===== src/rtl/cvt_pkg.sv =====
package cvt_pkg;
  typedef enum logic [1:0] {
    RM_NEAR_EVEN = 2'd0,
    RM_ZERO      = 2'd1,
    RM_POS       = 2'd2,
    RM_NEG       = 2'd3
  } rmode_e;

  typedef enum logic {
    OP_I2F = 1'b0,
    OP_F2I = 1'b1
  } op_e;

  // magnitude increment decision from kept lsb, guard and sticky
  function automatic logic round_inc(input rmode_e rm, input logic sign,
                                     input logic lsb, input logic guard,
                                     input logic sticky);
    logic inexact;
    inexact = guard | sticky;
    case (rm)
      RM_NEAR_EVEN: round_inc = guard & (sticky | lsb);
      RM_ZERO:      round_inc = 1'b0;
      RM_POS:       round_inc = ~sign & inexact;
      default:      round_inc = sign & inexact;
    endcase
  endfunction
endpackage


===== src/rtl/cvt_i2f.sv =====
module cvt_i2f
  import cvt_pkg::*;
#(
  parameter int INT_W = 32,
  parameter int EXP_W = 8,
  parameter int MAN_W = 23
) (
  input  logic [INT_W-1:0]           int_i,
  input  rmode_e                     rm_i,
  output logic [EXP_W+MAN_W:0]       fp_o
);
  localparam int FP_W = 1 + EXP_W + MAN_W;
  localparam int BIAS = (1 << (EXP_W - 1)) - 1;
  localparam int LZ_W = $clog2(INT_W);

  logic             sign;
  logic [INT_W-1:0] mag, norm;
  logic [LZ_W-1:0]  msb, lz;
  logic [MAN_W-1:0] mant;
  logic             lsb, guard, sticky, inc;
  logic [FP_W-2:0]  body;

  always_comb begin
    sign = int_i[INT_W-1];
    mag  = sign ? (~int_i + 1'b1) : int_i;
    msb  = '0;
    for (int i = 0; i < INT_W; i++) begin
      if (mag[i]) msb = LZ_W'(i);
    end
    lz     = LZ_W'(INT_W - 1) - msb;
    norm   = mag << lz;
    mant   = norm[INT_W-2 -: MAN_W];
    lsb    = norm[INT_W-1-MAN_W];
    guard  = norm[INT_W-2-MAN_W];
    sticky = |norm[INT_W-3-MAN_W:0];
    inc    = round_inc(rm_i, sign, lsb, guard, sticky);
    // mantissa carry ripples into the exponent field
    body   = {EXP_W'(BIAS) + EXP_W'(msb), mant} + (FP_W-1)'(inc);
    fp_o   = norm[INT_W-1] ? {sign, body} : '0;
  end
endmodule


===== src/rtl/cvt_f2i.sv =====
module cvt_f2i
  import cvt_pkg::*;
#(
  parameter int INT_W = 32,
  parameter int EXP_W = 8,
  parameter int MAN_W = 23
) (
  input  logic [EXP_W+MAN_W:0] fp_i,
  input  rmode_e               rm_i,
  output logic [INT_W-1:0]     int_o
);
  localparam int FP_W     = 1 + EXP_W + MAN_W;
  localparam int BIAS     = (1 << (EXP_W - 1)) - 1;
  localparam int EXACT_E  = BIAS + MAN_W;
  localparam int SAT_E    = BIAS + INT_W - 1;
  localparam int SIG_W    = MAN_W + 1;
  localparam int WV       = 2 * INT_W;
  localparam int DROP_LIM = INT_W + SIG_W;
  localparam logic [INT_W-1:0] SAT_HI = {1'b0, {(INT_W-1){1'b1}}};
  localparam logic [INT_W-1:0] SAT_LO = {1'b1, {(INT_W-1){1'b0}}};

  logic             sign;
  logic [EXP_W-1:0] e;
  logic [MAN_W-1:0] m;
  logic [SIG_W-1:0] sig;
  int               ee, rsh;
  logic [WV-1:0]    v, vs;
  logic [INT_W-1:0] ipart, mag;
  logic             guard, sticky, inc;

  always_comb begin
    sign   = fp_i[FP_W-1];
    e      = fp_i[FP_W-2:MAN_W];
    m      = fp_i[MAN_W-1:0];
    sig    = {|e, m};
    ee     = (e == '0) ? 1 : int'(e);
    v      = WV'(sig) << INT_W;
    vs     = '0;
    ipart  = '0;
    guard  = 1'b0;
    sticky = 1'b0;
    rsh    = 0;
    if (ee >= EXACT_E) begin
      ipart = INT_W'(sig) << (ee - EXACT_E);
    end else begin
      rsh = EXACT_E - ee;
      if (rsh >= DROP_LIM) begin
        sticky = |sig;
      end else begin
        vs     = v >> rsh;
        ipart  = vs[WV-1:INT_W];
        guard  = vs[INT_W-1];
        sticky = |vs[INT_W-2:0];
      end
    end
    inc   = round_inc(rm_i, sign, ipart[0], guard, sticky);
    mag   = ipart + INT_W'(inc);
    int_o = sign ? -mag : mag;
    if (e == '1 && m != '0) int_o = SAT_HI;
    else if (int'(e) >= SAT_E) int_o = sign ? SAT_LO : SAT_HI;
  end
endmodule


===== src/rtl/cvt_unit.sv =====
module cvt_unit
  import cvt_pkg::*;
#(
  parameter int INT_W = 32,
  parameter int EXP_W = 8,
  parameter int MAN_W = 23
) (
  input  logic             clk_i,
  input  logic             rst_ni,
  input  logic             start_i,
  input  logic             op_i,
  input  logic [INT_W-1:0] operand_i,
  input  logic [1:0]       rmode_i,
  output logic [INT_W-1:0] result_o,
  output logic             valid_o
);
  localparam int FP_W = 1 + EXP_W + MAN_W;
  localparam int BIAS = (1 << (EXP_W - 1)) - 1;

  logic [INT_W-1:0] i2f_res, f2i_res;
  rmode_e           rm;

  assign rm = rmode_e'(rmode_i);

  cvt_i2f #(.INT_W(INT_W), .EXP_W(EXP_W), .MAN_W(MAN_W)) u_i2f (
    .int_i (operand_i),
    .rm_i  (rm),
    .fp_o  (i2f_res)
  );

  cvt_f2i #(.INT_W(INT_W), .EXP_W(EXP_W), .MAN_W(MAN_W)) u_f2i (
    .fp_i  (operand_i),
    .rm_i  (rm),
    .int_o (f2i_res)
  );

  always_ff @(posedge clk_i or negedge rst_ni) begin
    if (!rst_ni) begin
      valid_o  <= 1'b0;
      result_o <= '0;
    end else begin
      valid_o <= start_i;
      if (start_i) result_o <= (op_e'(op_i) == OP_F2I) ? f2i_res : i2f_res;
    end
  end

  AST_VALID_AFTER_START: assert property (@(posedge clk_i) disable iff (!rst_ni)
    start_i |=> valid_o);
  AST_VALID_IDLE: assert property (@(posedge clk_i) disable iff (!rst_ni)
    !start_i |=> !valid_o);
  AST_RESULT_HOLD: assert property (@(posedge clk_i) disable iff (!rst_ni)
    !start_i |=> $stable(result_o));
  AST_ZERO_INT: assert property (@(posedge clk_i) disable iff (!rst_ni)
    (start_i && !op_i && operand_i == '0) |=> result_o == '0);
  AST_NAN_SAT: assert property (@(posedge clk_i) disable iff (!rst_ni)
    (start_i && op_i && operand_i[FP_W-2:MAN_W] == '1 && operand_i[MAN_W-1:0] != '0)
    |=> result_o == {1'b0, {(INT_W-1){1'b1}}});
  AST_TRUNC_TINY: assert property (@(posedge clk_i) disable iff (!rst_ni)
    (start_i && op_i && rmode_i == 2'd1 && int'(operand_i[FP_W-2:MAN_W]) < BIAS)
    |=> result_o == '0);
endmodule


===== config.mk =====
export PLATFORM = sky130hd
export DESIGN_NAME = cvt_unit
export DESIGN_NICKNAME = d
export VERILOG_FILES = /design/src/rtl/cvt_pkg.sv /design/src/rtl/cvt_i2f.sv /design/src/rtl/cvt_f2i.sv /design/src/rtl/cvt_unit.sv
export SDC_FILE = /design/constraint.sdc
export NUM_CORES = 1
export LEC_CHECK = 0
export ABC_AREA = 1
export ABC_CLOCK_PERIOD_IN_PS = 800
export BUFFER_PORTS_ARGS = -buffer_cell sky130_fd_sc_hd__buf_2
export CORE_MARGIN = 1.5
export CORE_UTILIZATION = 40
export DETAILED_ROUTE_END_ITERATION = 7
export PLACE_DENSITY = 0.58
export REMOVE_ABC_BUFFERS = 1
export SLEW_MARGIN = 25
export SYNTH_ARGS = -nofsm -noshare
export SYNTH_HDL_FRONTEND = slang
export SYNTH_SLANG_ARGS = --single-unit

===== constraint.sdc =====
create_clock -name clk_i -period 0.8 [get_ports clk_i]
set_input_delay 0.12 -clock clk_i [delete_from_list [all_inputs] [get_ports clk_i]]
set_output_delay 0.12 -clock clk_i [all_outputs]
set_load 0.02 [all_outputs]

==> results.json <==
{
  "max_freq_mhz": 195,
  "maxCapViolations": 0,
  "grt_start_max_net_pins": 38,
  "worst_slew_pin_slew_ns": 0.663,
  "maximum_fanout_along_the_worst_path": 9,
  "start_kind": "input pin",
  "core_area_mm2": 0.0270,
  "rsz_0062_raised_after_global_routing": "true",
  "worst_path_max_delay_cell": "o41ai_2",
  "port_buffers": 70,
  "slew_violations": 0,
  "synth.distinct_cells": 63,
  "cts-buffers-inserted": 5,
  "critPathTopFamily": "simple AND/OR/NAND/NOR gates",
  "place_hpwl_um": 43300,
  "period_minus_slack_ns": 5.13,
  "netlist_area_mm2": 0.0110,
  "timing.critical_path.slowest_cell_delay_ns": 0.36,
  "final_cells": 3152,
  "timing.final.hold_violations": 0,
  "static-leakage-power_nw": 9.47,
  "cellPowerDensity_mw_per_mm2": 1170,
  "maximum_buffer_depth_of_the_clock_tree": 2,
  "min_period_over_period_pct": 642,
  "ant_nets": 0,
  "sequential_cell_area_um2": 826,
  "multiInputGateArea_mm2": 0.0104,
  "h-tree-depth": 2,
  "synth.ff_latch_count": 33,
  "place_area_mm2": 0.0160,
  "synth_edf_count": 0,
  "synth_area_leaders": "nand2_1 (23%), nand3_1 (14%), dfrtp_1 (7.5%)",
  "warning_count_from_the_yosys_run": 0,
  "clock_latency_ns": 0.28,
  "chipHeight_um": 169,
  "worst_setup_hold_path_clk_slew_ns": 0.06,
  "power.ir.vdd_worst_uv": 897,
  "fin_nets": 2857,
  "die_w_um": 169,
  "first_global_vias": 16500,
  "detail_route.drc_violations": 0,
  "required_time_of_the_critical_path_ns": 0.96,
  "first_pass_iters": 6,
  "report.final.setup_viol": 65,
  "status": "finished with violations",
  "grt_util_all_layers_pct": 38.0,
  "grt_pass1_wl_um": 86200,
  "synth_flop_cell": "dfrtp_1",
  "dieArea_mm2": 0.0285,
  "postSynth.asyncResetShare_pct": 100,
  "timing.setup.critical_path_class": "in2reg",
  "gr-total-overflow": 0,
  "critical_path.n_buffers_inverters": 8,
  "crit_path_frequent_cell": "nand2_1",
  "hold_path.class": "in2reg",
  "synth_largest_area_cell": "nand2_1",
  "floorplan.initialDensity_pct": 40.8,
  "syn_area_per_cell_um2": 5.16,
  "setup_ws_ns": -4.33,
  "post_drt_via_cell_ratio": 5.56,
  "final_layout_size_suffix_gt1_share_pct": 45.1,
  "antenna_found_initial": 1,
  "clock-sinks": 33,
  "initial_detailed_routing_violation_count": 1423,
  "routed_wirelength_um": 56300,
  "core.rowCount": 60,
  "clock_tree_skew_after_final_layout_ns": 0,
  "dp.cells": 3042,
  "num_io_pins": 71,
  "critPathCaptureType": "flop",
  "totalPowerFinal_mw": 22.2,
  "violations": "setup timing",
  "num_vias": 17500,
  "critical_path_arrival_ns": 5.29,
  "yosysSeqAreaShare_pct": 7.51,
  "gpl.final_weighted_congestion": 0.988,
  "worst_slew_slack_as_a_fraction_of_its_limit_pct": 55.3,
  "synth_top_area_share_pct": 23.3,
  "setup_total_negative_slack_ns": -134.43,
  "area_growth_syn_to_layout_pct": 72.8,
  "drt-wirelength-per-cell_um": 17.9,
  "ctsRootBufferMaster": "clkbuf_16",
  "netlist_instances": 2132,
  "post-route-cell-area_mm2": 0.0190,
  "cts_tree": "yes",
  "fill_cells": 2276
}
sequential cells by signal (all words and copies together), names as in the netlist:
register / count
valid_o: 1
result_o: 32
cell type report:
| cell class | count | area share (%) |
|---|---|---|
| repair inverters | 2 | 0.0724 |
| clock inverters | 3 | 0.342 |
| diodes | 1 | 0.0132 |
| well taps | 341 | 2.25 |
| clock buffers | 5 | 0.659 |
| multi-input cells | 1786 | 55.0 |
| repair buffers | 773 | 33.0 |
| flip-flops and latches | 33 | 4.35 |
| inverters | 208 | 4.30 |
cells in the mapped netlist (2+ instances only):
library cell and instances:
or2_2 6, inv_1 158, o22ai_1 4, o211ai_1 7, mux2i_1 10, buf_6 9
clkinv_1 5, buf_1 10, o21ai_1 108, clkbuf_1 37, nand3_2 14, xor2_2 6
a21boi_1 2, nand2_1 682, o21bai_1 2, nor2_4 11, buf_4 12, o22ai_2 3
o31ai_1 6, nand2_4 6, nand3_1 298, or2_1 6, inv_2 43, inv_4 2
nor3_1 26, a21oi_1 84, nor2_1 194, ha_1 10, dfrtp_1 33, xor2_1 26
nor3_2 9, nor4_1 6, nand4_2 3, a31oi_1 12, o21ai_0 95, nor2_2 26
nand3b_1 5, nand4_1 48, buf_2 39, xnor2_1 2, nand2_2 25, o31ai_2 2
o21a_1 3, o21ai_2 18
power breakdown:
| group | internal, mW | total (mW) | switching [mW] |
|---|---|---|---|
| Combinational | 7.69 | 17.4 | 9.74 |
| Sequential | 1.95 | 2.22 | 0.275 |
| Clock | 1.78 | 2.56 | 0.776 |
| Total | 11.4 | 22.2 | 10.8 |
through the flow:
stage / hold WS [ns] / utilization (%) / setup slack (ns)
finish: 0.244 / 70.5 / -4.33
CTS: 0.235 / 66.5 / -4.26
global placement: 0.0931 / 59.2 / -4.83
detailed placement: 0.0929 / 59.2 / -5.00
floorplan: -0.176 / - / -4.49
global route: 0.250 / 70.5 / -4.61
logic make-up (layout without fill, tap and decap cells):
| logic type | Yosys count | count (layout) | share of synthesized area (%) |
|---|---|---|---|
| compound gates | 356 | 356 | 18.2 |
| xor+xnor | 35 | 35 | 3.27 |
| fa+ha+maj | 10 | 10 | 1.14 |
| buf+inv | 315 | 991 | 12.3 |
| flops | 33 | 33 | 7.51 |
| mux | 10 | 10 | 0.910 |
| other cells | 0 | 1 | 0 |
| simple gates | 1373 | 1375 | 56.7 |
worst paths after layout:
path / startpoint / end / slack (ns) / cells after the start
worst max-delay path: operand_i[24] / result_o[16]$_DFFE_PN0P_ / -4.33 / 38
worst min-delay path: start_i / valid_o$_DFF_PN0_ / 0.24 / 2
worst max register to register: result_o[13]$_DFFE_PN0P_ / result_o[13]$_DFFE_PN0P_ / -0.09 / 4
worst min register to register: result_o[25]$_DFFE_PN0P_ / result_o[25]$_DFFE_PN0P_ / 0.56 / 2
max in group asynchronous: rst_ni / result_o[28]$_DFFE_PN0P_ / 0.29 / 3
min in group asynchronous: rst_ni / result_o[10]$_DFFE_PN0P_ / 0.32 / 3
cells in the final DEF (no fill, tap or decap), types with 53 or more instances in the layout:
cell,count
o21ai_0,54
nand3_2,54
nand3_1,249
o21ai_1,89
buf_6,56
buf_4,656
nand2_2,85
nor2_1,166
inv_1,143
nand2_1,605
a21oi_1,53
o21ai_2,72
timing repair:
item	in CTS	in global routing
endpoints found under the hold margin	33	0
endpoints found under the setup margin	65	65
setup buffers	72	32
pin swaps	95	125
hold buffers	1	0
gates resized for setup	314	242
cloned	7	0
layer usage:
| layer | GRT usage (%) | vias up | part of all wire, % |
|---|---|---|---|
| li1 | - | 8416 | - |
| met1 | 49.1 | 8052 | 41 |
| met2 | 64.8 | 877 | 47 |
| met3 | 3.46 | 190 | 7.2 |
| met4 | 15.6 | 0 | 4.9 |
| met5 | 0 | - | 0 |
(Power assumes the default switching activity.)
